### src/rtl/gpio_bank_regs.sv
module gpio_bank_regs #(
  parameter int ADDR_W      = 12,
  parameter int SYNC_STAGES = 2,
  parameter int OFF_LO      = 'h000,
  parameter int OFF_HI      = 'h004,
  parameter int OFF_LEVEL   = 'h060,
  parameter int OFF_DIR     = 'h204,
  parameter int OFF_OE      = 'h208
) (
  input  logic              clk,
  input  logic              rst_n,
  input  logic [ADDR_W-1:0] bus_addr,
  input  logic              bus_we,
  input  logic [31:0]       bus_wdata,
  output logic [31:0]       bus_rdata,
  input  logic [31:0]       pin_in,
  output logic [31:0]       pin_out,
  output logic [31:0]       pin_oe
);
  localparam int NPINS = 32;
  localparam int HALF  = NPINS / 2;

  logic [NPINS-1:0] out_q, dir_q, oe_q;
  logic [NPINS-1:0] sync_q [SYNC_STAGES];
  logic [HALF-1:0]  wmask, wval;
  logic wr_lo, wr_hi, wr_dir, wr_oe;

  assign wmask  = bus_wdata[NPINS-1:HALF];
  assign wval   = bus_wdata[HALF-1:0];
  assign wr_lo  = bus_we && (bus_addr == ADDR_W'(OFF_LO));
  assign wr_hi  = bus_we && (bus_addr == ADDR_W'(OFF_HI));
  assign wr_dir = bus_we && (bus_addr == ADDR_W'(OFF_DIR));
  assign wr_oe  = bus_we && (bus_addr == ADDR_W'(OFF_OE));

  always_ff @(posedge clk or negedge rst_n) begin
    if (!rst_n) begin
      out_q <= '0;
      dir_q <= '0;
      oe_q  <= '0;
    end else begin
      if (wr_lo) out_q[HALF-1:0]     <= (out_q[HALF-1:0] & wmask) | (wval & ~wmask);
      if (wr_hi) out_q[NPINS-1:HALF] <= (out_q[NPINS-1:HALF] & wmask) | (wval & ~wmask);
      if (wr_dir) dir_q <= bus_wdata;
      if (wr_oe)  oe_q  <= bus_wdata;
    end
  end

  generate
    for (genvar s = 0; s < SYNC_STAGES; s++) begin : g_sync
      always_ff @(posedge clk or negedge rst_n) begin
        if (!rst_n) sync_q[s] <= '0;
        else if (s == 0) sync_q[s] <= pin_in;
        else sync_q[s] <= sync_q[(s == 0) ? 0 : s-1];
      end
    end
  endgenerate

  assign pin_out = out_q;
  assign pin_oe  = dir_q & oe_q;

  always_comb begin
    case (bus_addr)
      ADDR_W'(OFF_LEVEL): bus_rdata = sync_q[SYNC_STAGES-1];
      ADDR_W'(OFF_DIR):   bus_rdata = dir_q;
      ADDR_W'(OFF_OE):    bus_rdata = oe_q;
      default:            bus_rdata = '0;
    endcase
  end

  p_lo_spares_hi_r1: assert property (@(posedge clk) disable iff (!rst_n)
    (bus_we && bus_addr == ADDR_W'(OFF_LO)) |=> $stable(pin_out[NPINS-1:HALF]));

  p_hi_spares_lo_r2: assert property (@(posedge clk) disable iff (!rst_n)
    (bus_we && bus_addr == ADDR_W'(OFF_HI)) |=> $stable(pin_out[HALF-1:0]));

  p_full_mask_holds_r3: assert property (@(posedge clk) disable iff (!rst_n)
    (bus_we && bus_addr == ADDR_W'(OFF_LO) && bus_wdata[31:16] == 16'hFFFF)
      |=> $stable(pin_out));

  p_port_reads_zero_r4: assert property (@(posedge clk) disable iff (!rst_n)
    (bus_addr == ADDR_W'(OFF_LO) || bus_addr == ADDR_W'(OFF_HI)) |-> bus_rdata == '0);

  p_dir_clear_undrives_r8: assert property (@(posedge clk) disable iff (!rst_n)
    (bus_we && bus_addr == ADDR_W'(OFF_DIR) && bus_wdata == '0) |=> pin_oe == '0);

  p_level_write_ignored_r5: assert property (@(posedge clk) disable iff (!rst_n)
    (bus_we && bus_addr == ADDR_W'(OFF_LEVEL)) |=> ($stable(pin_out) && $stable(pin_oe)));
endmodule

### config.mk
export PLATFORM = sky130hd
export DESIGN_NAME = gpio_bank_regs
export DESIGN_NICKNAME = d
export VERILOG_FILES = /design/src/rtl/gpio_bank_regs.sv
export SDC_FILE = /design/constraint.sdc
export NUM_CORES = 1
export LEC_CHECK = 0
export BUFFER_PORTS_ARGS = -buffer_cell sky130_fd_sc_hd__clkbuf_2
export CAP_MARGIN = 20
export CORE_UTILIZATION = 53
export CTS_CLUSTER_DIAMETER = 100
export DETAILED_ROUTE_END_ITERATION = 12
export PLACE_DENSITY = 0.8
export SYNTH_ARGS = -nofsm -noshare
export SYNTH_HDL_FRONTEND = slang
export SYNTH_SLANG_ARGS = --single-unit
### constraint.sdc
create_clock -name clk -period 2.35 [get_ports clk]
set_clock_uncertainty 0.2 [all_clocks]
set_input_delay 0.1175 -clock clk [delete_from_list [all_inputs] [get_ports clk]]
set_output_delay 0.1175 -clock clk [all_outputs]
set_load 0.005 [all_outputs]
==> impl_metrics.yaml, run 1 <==
timing:
  rsz0062_at_grt: "no"
  hold_ws_ns: 0.0619
  timing.final.crit_period_ns: 2.20
  setup_tns_ns: 0
  worst_slew_pin_slew_ns: 0.591
  hold_viol_final: 0
  timing.final.crit_share_pct: 93.6
  maxSlewViolCount: 0
  relSlewSlack_pct: 60.6
  setup_viol: 0
  fmax_ghz: 0.455
yosys:
  ys_seq_elements: 160
  synth-seq-area-share_pct: 60.6
  syn_area_mm2: 0.00661
  syn-num-nets: 594
  netlist_instances: 515
  yosysWarnings: 0
  syn_area_per_cell_um2: 12.8
  synth_cell_types: 22
pwr:
  p_switching_mw: 1.28
  p_seq_share_pct: 49.2
  power_density_mw_per_mm2: 639
  power_frac_comb_pct: 6.0
  p_clk_share_pct: 44.9
  swShare_pct: 22.1
  ir_drop_v: 0.000833
  p_int_mw: 4.49
  leakage_nw: 4.38
drt:
  routed_wl_um: 18200
  drtPass1Iterations: 5
  via_count: 5255
  drc: 0
  viasPerCell: 5.58
  antenna_left: 0
  wl_per_cell_um: 19.4
  first_iter_violations: 511
cells_and_area:
  nNetsFinal: 840
  final_cell_count_no_fill: 941
  syn2layout_area_growth_pct: 36.6
  antenna_cells: 0
  drive_gt1_share_pct: 42.4
  final_util_pct: 74.9
setup_path:
  max_stage_delay_ns: 0.61
  crit_slowest_cell: "or4_1"
  reg2regPathDepth: 2
  crit_top_cell: "clkbuf_2"
  arrival_ns: 1.88
  rrSetupSlack_ns: 0.85
  critical_path_required_ns: 2.03
  startpoint_type: "primary input"
  critPathKind: "in -> out"
  end_kind: "output port"
  path_cells: "clkbuf_2 > or4_1 > or2_2 > buf_4 > o221ai_1 > clkbuf_2"
  cp_max_fo: 21
clocking:
  htreeDepth: 4
  path_clk_slew_ns: 0.06
  clk_latency_ns: 0.42
  numCtsBuffers: 17
  cts_buffer_depth: 2
  cts_tree: "done"
  ctsResizeCount: 0
  clock_sinks: 160
  root_buffer: "clkbuf_16"
global_route:
  grt_use_total_pct: 29.3
  grt_max_degree: 61
  grt_pass1_vias: 5512
  grt_pass1_wl_um: 28100
  antenna_found_initial: 0
  gr-total-overflow: 0
die:
  ios: 175
  die-area_mm2: 0.0129
  rows: 40
  die_w_um: 114
  coreArea_mm2: 0.0121
  die_h_um: 114
  initial_core_util_pct: 54.8
place:
  dp_cells: 843
  portBuffers: 174
  gp_congestion: 0.806
  dp_hpwl_um: 11800
flow_run:
  drv_cap: 0
outcome:
  status: "completed"
min_path:
  hp-class: "in -> async"
## per-stage QoR
step | power, mW | setup slack [ns] | cell area (um2)
2_1_floorplan | 2.94 | 0.385 | 6610
3_3_place_gp | 3.13 | 0.155 | 7800
3_5_place_dp | 3.14 | 0.0936 | 7800
4_1_cts | 5.80 | 0.204 | 9030
5_1_grt | 5.94 | 0.0702 | 9030
6_report | 5.77 | 0.151 | 9030
## worst max-delay path by stage
stage	from	end	cells after the start
CTS	bus_addr[8]	bus_rdata[0]	6
global placement	bus_addr[8]	register	5
detailed placement	bus_addr[4]	register	5
global route	bus_addr[8]	bus_rdata[25]	6
finish	bus_addr[8]	bus_rdata[25]	6
floorplan	bus_addr[5]	register	5
## cell families after synthesis
family | share of synthesized area (%)
AND/OR/NAND/NOR | 14.7
AO/OA/AOI/OAI | 4.24
buffers and inverters | 4.09
flip-flops | 60.6
multiplexers | 16.4
## timing repair
item                      CTS  global route
hold buffers               67             0
hold endpoints to repair  288             0
setup buffers               0             0
## cell type report
| cell class | count | area [um2] |
|---|---|---|
| multi-input combinational | 285 | 2380 |
| sequential | 160 | 4000 |
| fill | 763 | 3030 |
| timing repair buffer | 265 | 1750 |
| clock buffer | 24 | 512 |
| inverter | 32 | 120 |
| clock inverter | 7 | 50.0 |
| tap | 168 | 210 |
## cells in the mapped netlist
master	instances	share of area, %
or4b_1	1	0.15
nand4_1	50	4.7
dfrtp_1	160	61
mux2_4	1	0.23
nor4b_2	1	0.23
and2_1	32	3.0
mux2_1	2	0.34
or4_1	3	0.34
nor4_2	1	0.19
inv_1	32	1.8
o221ai_1	32	4.2
buf_2	5	0.38
clkbuf_1	32	1.8
clkbuf_2	1	0.076
or2_2	1	0.095
nand2_1	32	1.8
nor4b_1	17	2.3
nor4bb_1	1	0.15
mux2_2	93	16
nand3_1	1	0.076
nor2b_1	16	1.5
nor4_1	1	0.095
## routing by layer
metal	routed length (um)	part of all wire (%)	global-route usage, %
met5	0	0	0
met3	1120	6.1	6.64
met1	7530	41	36.3
met2	9100	50	49.5
met4	468	2.6	12.6
## power groups by stage
stage	Clock [mW]	Combinational, mW	Sequential [mW]
6_report	2.59	0.344	2.84
4_1_cts	2.62	0.344	2.84
3_5_place_dp	0	0.256	2.89
5_1_grt	2.73	0.374	2.84
3_3_place_gp	0	0.249	2.88
2_1_floorplan	0	0.0595	2.88
## critical path: cells and delay by family
| family | cells | cell delay, ns |
|---|---|---|
| simple gates | 2 | 0.97 |
| buf+inv | 3 | 0.54 |
| compound gates | 1 | 0.26 |
## cell usage in the layout, fill, tap and decap left out, types with 2 or more instances in the layout
cell and count:
clkbuf_2 173, dfrtp_1 160, mux2_2 93, dlygate4sd3_1 67
nand4_1 50, inv_1 32, nand2_1 32, o221ai_1 32
and2_1 32, buf_4 22, clkbuf_16 17, nor4b_1 16
nor2b_1 16, clkbuf_8 6, or4_1 3, clkinvlp_4 3
mux2_1 2, inv_6 2, clkinv_2 2, buf_12 2
Power figures use the tool's default switching activity.
==> run 2: changes to the inputs <==
--- a/config.mk
+++ b/config.mk
@@ -7,10 +7,13 @@
 export LEC_CHECK = 0
 export BUFFER_PORTS_ARGS = -buffer_cell sky130_fd_sc_hd__clkbuf_2
 export CAP_MARGIN = 20
-export CORE_UTILIZATION = 53
+export CELL_PAD_IN_SITES_DETAIL_PLACEMENT = 0
+export CELL_PAD_IN_SITES_GLOBAL_PLACEMENT = 2
+export CORE_UTILIZATION = 34
 export CTS_CLUSTER_DIAMETER = 100
 export DETAILED_ROUTE_END_ITERATION = 12
-export PLACE_DENSITY = 0.8
+export PLACE_DENSITY_LB_ADDON = 0.1
+export SKIP_LAST_GASP = 1
 export SYNTH_ARGS = -nofsm -noshare
 export SYNTH_HDL_FRONTEND = slang
 export SYNTH_SLANG_ARGS = --single-unit
==> impl_metrics.yaml, run 2 (same netlist as run 1, synthesis figures left out) <==
outcome:
  status: "completed"
timing:
  relSlewSlack_pct: 63.5
  hold_viol_final: 0
  timing.final.crit_period_ns: 2.11
  fmax_ghz: 0.473
  timing.final.crit_share_pct: 89.9
  maxSlewViolCount: 0
  setup_slack_ns: 0.237
  setup_viol: 0
  worst_slew_pin_slew_ns: 0.546
  rsz0062_at_grt: "no"
  setup_tns_ns: 0
setup_path:
  arrival_ns: 1.80
  startpoint_type: "primary input"
  path_buf_inv: 3
  reg2regPathDepth: 2
  cp_max_fo: 32
  end_kind: "output port"
  critPathTopFamily: "simple AND/OR/NAND/NOR gates"
  startpoint: "bus_addr[8]"
  max_stage_delay_ns: 0.62
  crit_top_cell: "clkbuf_2"
  critical_path_required_ns: 2.03
  critPathKind: "in -> out"
  path_cells: "clkbuf_2 > or4_1 > or2_2 > buf_12 > o221ai_1 > clkbuf_2"
  crit_cells: 6
  crit_slowest_cell: "or4_1"
global_route:
  grt_pass1_wl_um: 30700
  grt_pass1_vias: 5301
  grt_use_total_pct: 20.5
  grt_max_degree: 58
  antenna_found_initial: 0
  gr-total-overflow: 0
pwr:
  p_int_mw: 4.64
  power_density_mw_per_mm2: 653
  ir_drop_v: 0.000481
  p_switching_mw: 1.34
  swShare_pct: 22.4
  power_frac_comb_pct: 5.8
  leakage_nw: 4.38
  p_seq_share_pct: 47.4
  p_clk_share_pct: 46.8
place:
  portBuffers: 174
  place_ws_ns: 0.176
  dp_hpwl_um: 13300
  gp_congestion: 0.735
min_path:
  hp-class: "in -> async"
clocking:
  clk_latency_ns: 0.42
  numCtsBuffers: 17
  root_buffer: "clkbuf_16"
  cts_tree: "done"
  path_clk_slew_ns: 0.06
  htreeDepth: 4
  cts_buffer_depth: 2
  ctsResizeCount: 0
  clock_sinks: 160
die:
  die-area_mm2: 0.0200
  die_h_um: 141
  die_w_um: 141
  rows: 50
  ios: 175
  coreArea_mm2: 0.0189
  initial_core_util_pct: 35.0
flow_run:
  drv_cap: 0
cells_and_area:
  nNetsFinal: 837
  drive_gt1_share_pct: 42.5
  final_cell_mix: "clkbuf_2, dfrtp_1, mux2_2, dlygate4sd3_1, nand4_1"
  syn2layout_area_growth_pct: 38.7
  layout_commonest_cell: "clkbuf_2"
  n_fill_cell: 1778
  antenna_cells: 0
drt:
  antenna_left: 0
  first_iter_violations: 164
  drtPass1Iterations: 4
  viasPerCell: 4.90
  drc: 0
  wl_per_cell_um: 18.7
  via_count: 5052
  routed_wl_um: 19300
run 2: cell type report:
cell class / instances / area, um2 / share of cell area [%]
flip-flops and latches: 160 / 4000 / 43.7
multi-input cells: 285 / 2380 / 26.0
repair buffers: 262 / 1740 / 19.0
clock buffers: 18 / 429 / 4.68
well taps: 260 / 325 / 3.55
clock inverters: 13 / 163 / 1.77
inverters: 32 / 120 / 1.31
run 2: path summary, 6_finish.rpt:
kind / slack, ns / end
max reg2reg: 0.84 / register
min reg2reg: 0.15 / sync_q[26]$_DFF_PN0_
min: 0.006 / sync_q[27]$_DFF_PN0_
max in group asynchronous: 1.14 / dir_q[30]$_DFFE_PN0P_
max: 0.24 / bus_rdata[31]
min in group clk: 0.14 / sync_q[48]$_DFF_PN0_
run 2: power groups by stage:
stage	clock (mW)	sequential, mW	combinational (mW)
2_1_floorplan	0	2.88	0.0595
3_5_place_dp	0	2.89	0.270
6_report	2.80	2.83	0.348
4_1_cts	2.88	2.83	0.357
5_1_grt	3.01	2.84	0.386
3_3_place_gp	0	2.88	0.267
run 2: layer usage:
metal / vias to the layer above / wire length (um) / global-route usage (%) / part of all wire [%]
li1: 2341 / - / - / -
met1: 2558 / 9090 / 28.1 / 47
met2: 143 / 9070 / 32.7 / 47
met3: 10 / 918 / 5.26 / 4.8
met4: 0 / 170 / 4.70 / 0.88
met5: - / 0 / 0 / 0
run 2: repair_timing:
item,4_1_cts,5_1_grt
endpoints found under the setup margin,0,0
buffers inserted,0,0
hold endpoints to repair,288,0
hold buffers,66,0
run 2: per-stage QoR:
stage / total power [mW] / std cells / util [%] / hold slack [ns] / area, um2
2_1_floorplan: 2.94 / 515 / - / -0.378 / 6610
3_3_place_gp: 3.15 / 933 / 41.9 / -0.117 / 7910
6_report: 5.99 / 1030 / 48.5 / 0.00625 / 9170
4_1_cts: 6.07 / 1030 / 48.5 / 0.00792 / 9170
5_1_grt: 6.23 / 1030 / 48.5 / 0.0372 / 9170
3_5_place_dp: 3.16 / 933 / 41.9 / -0.112 / 7910
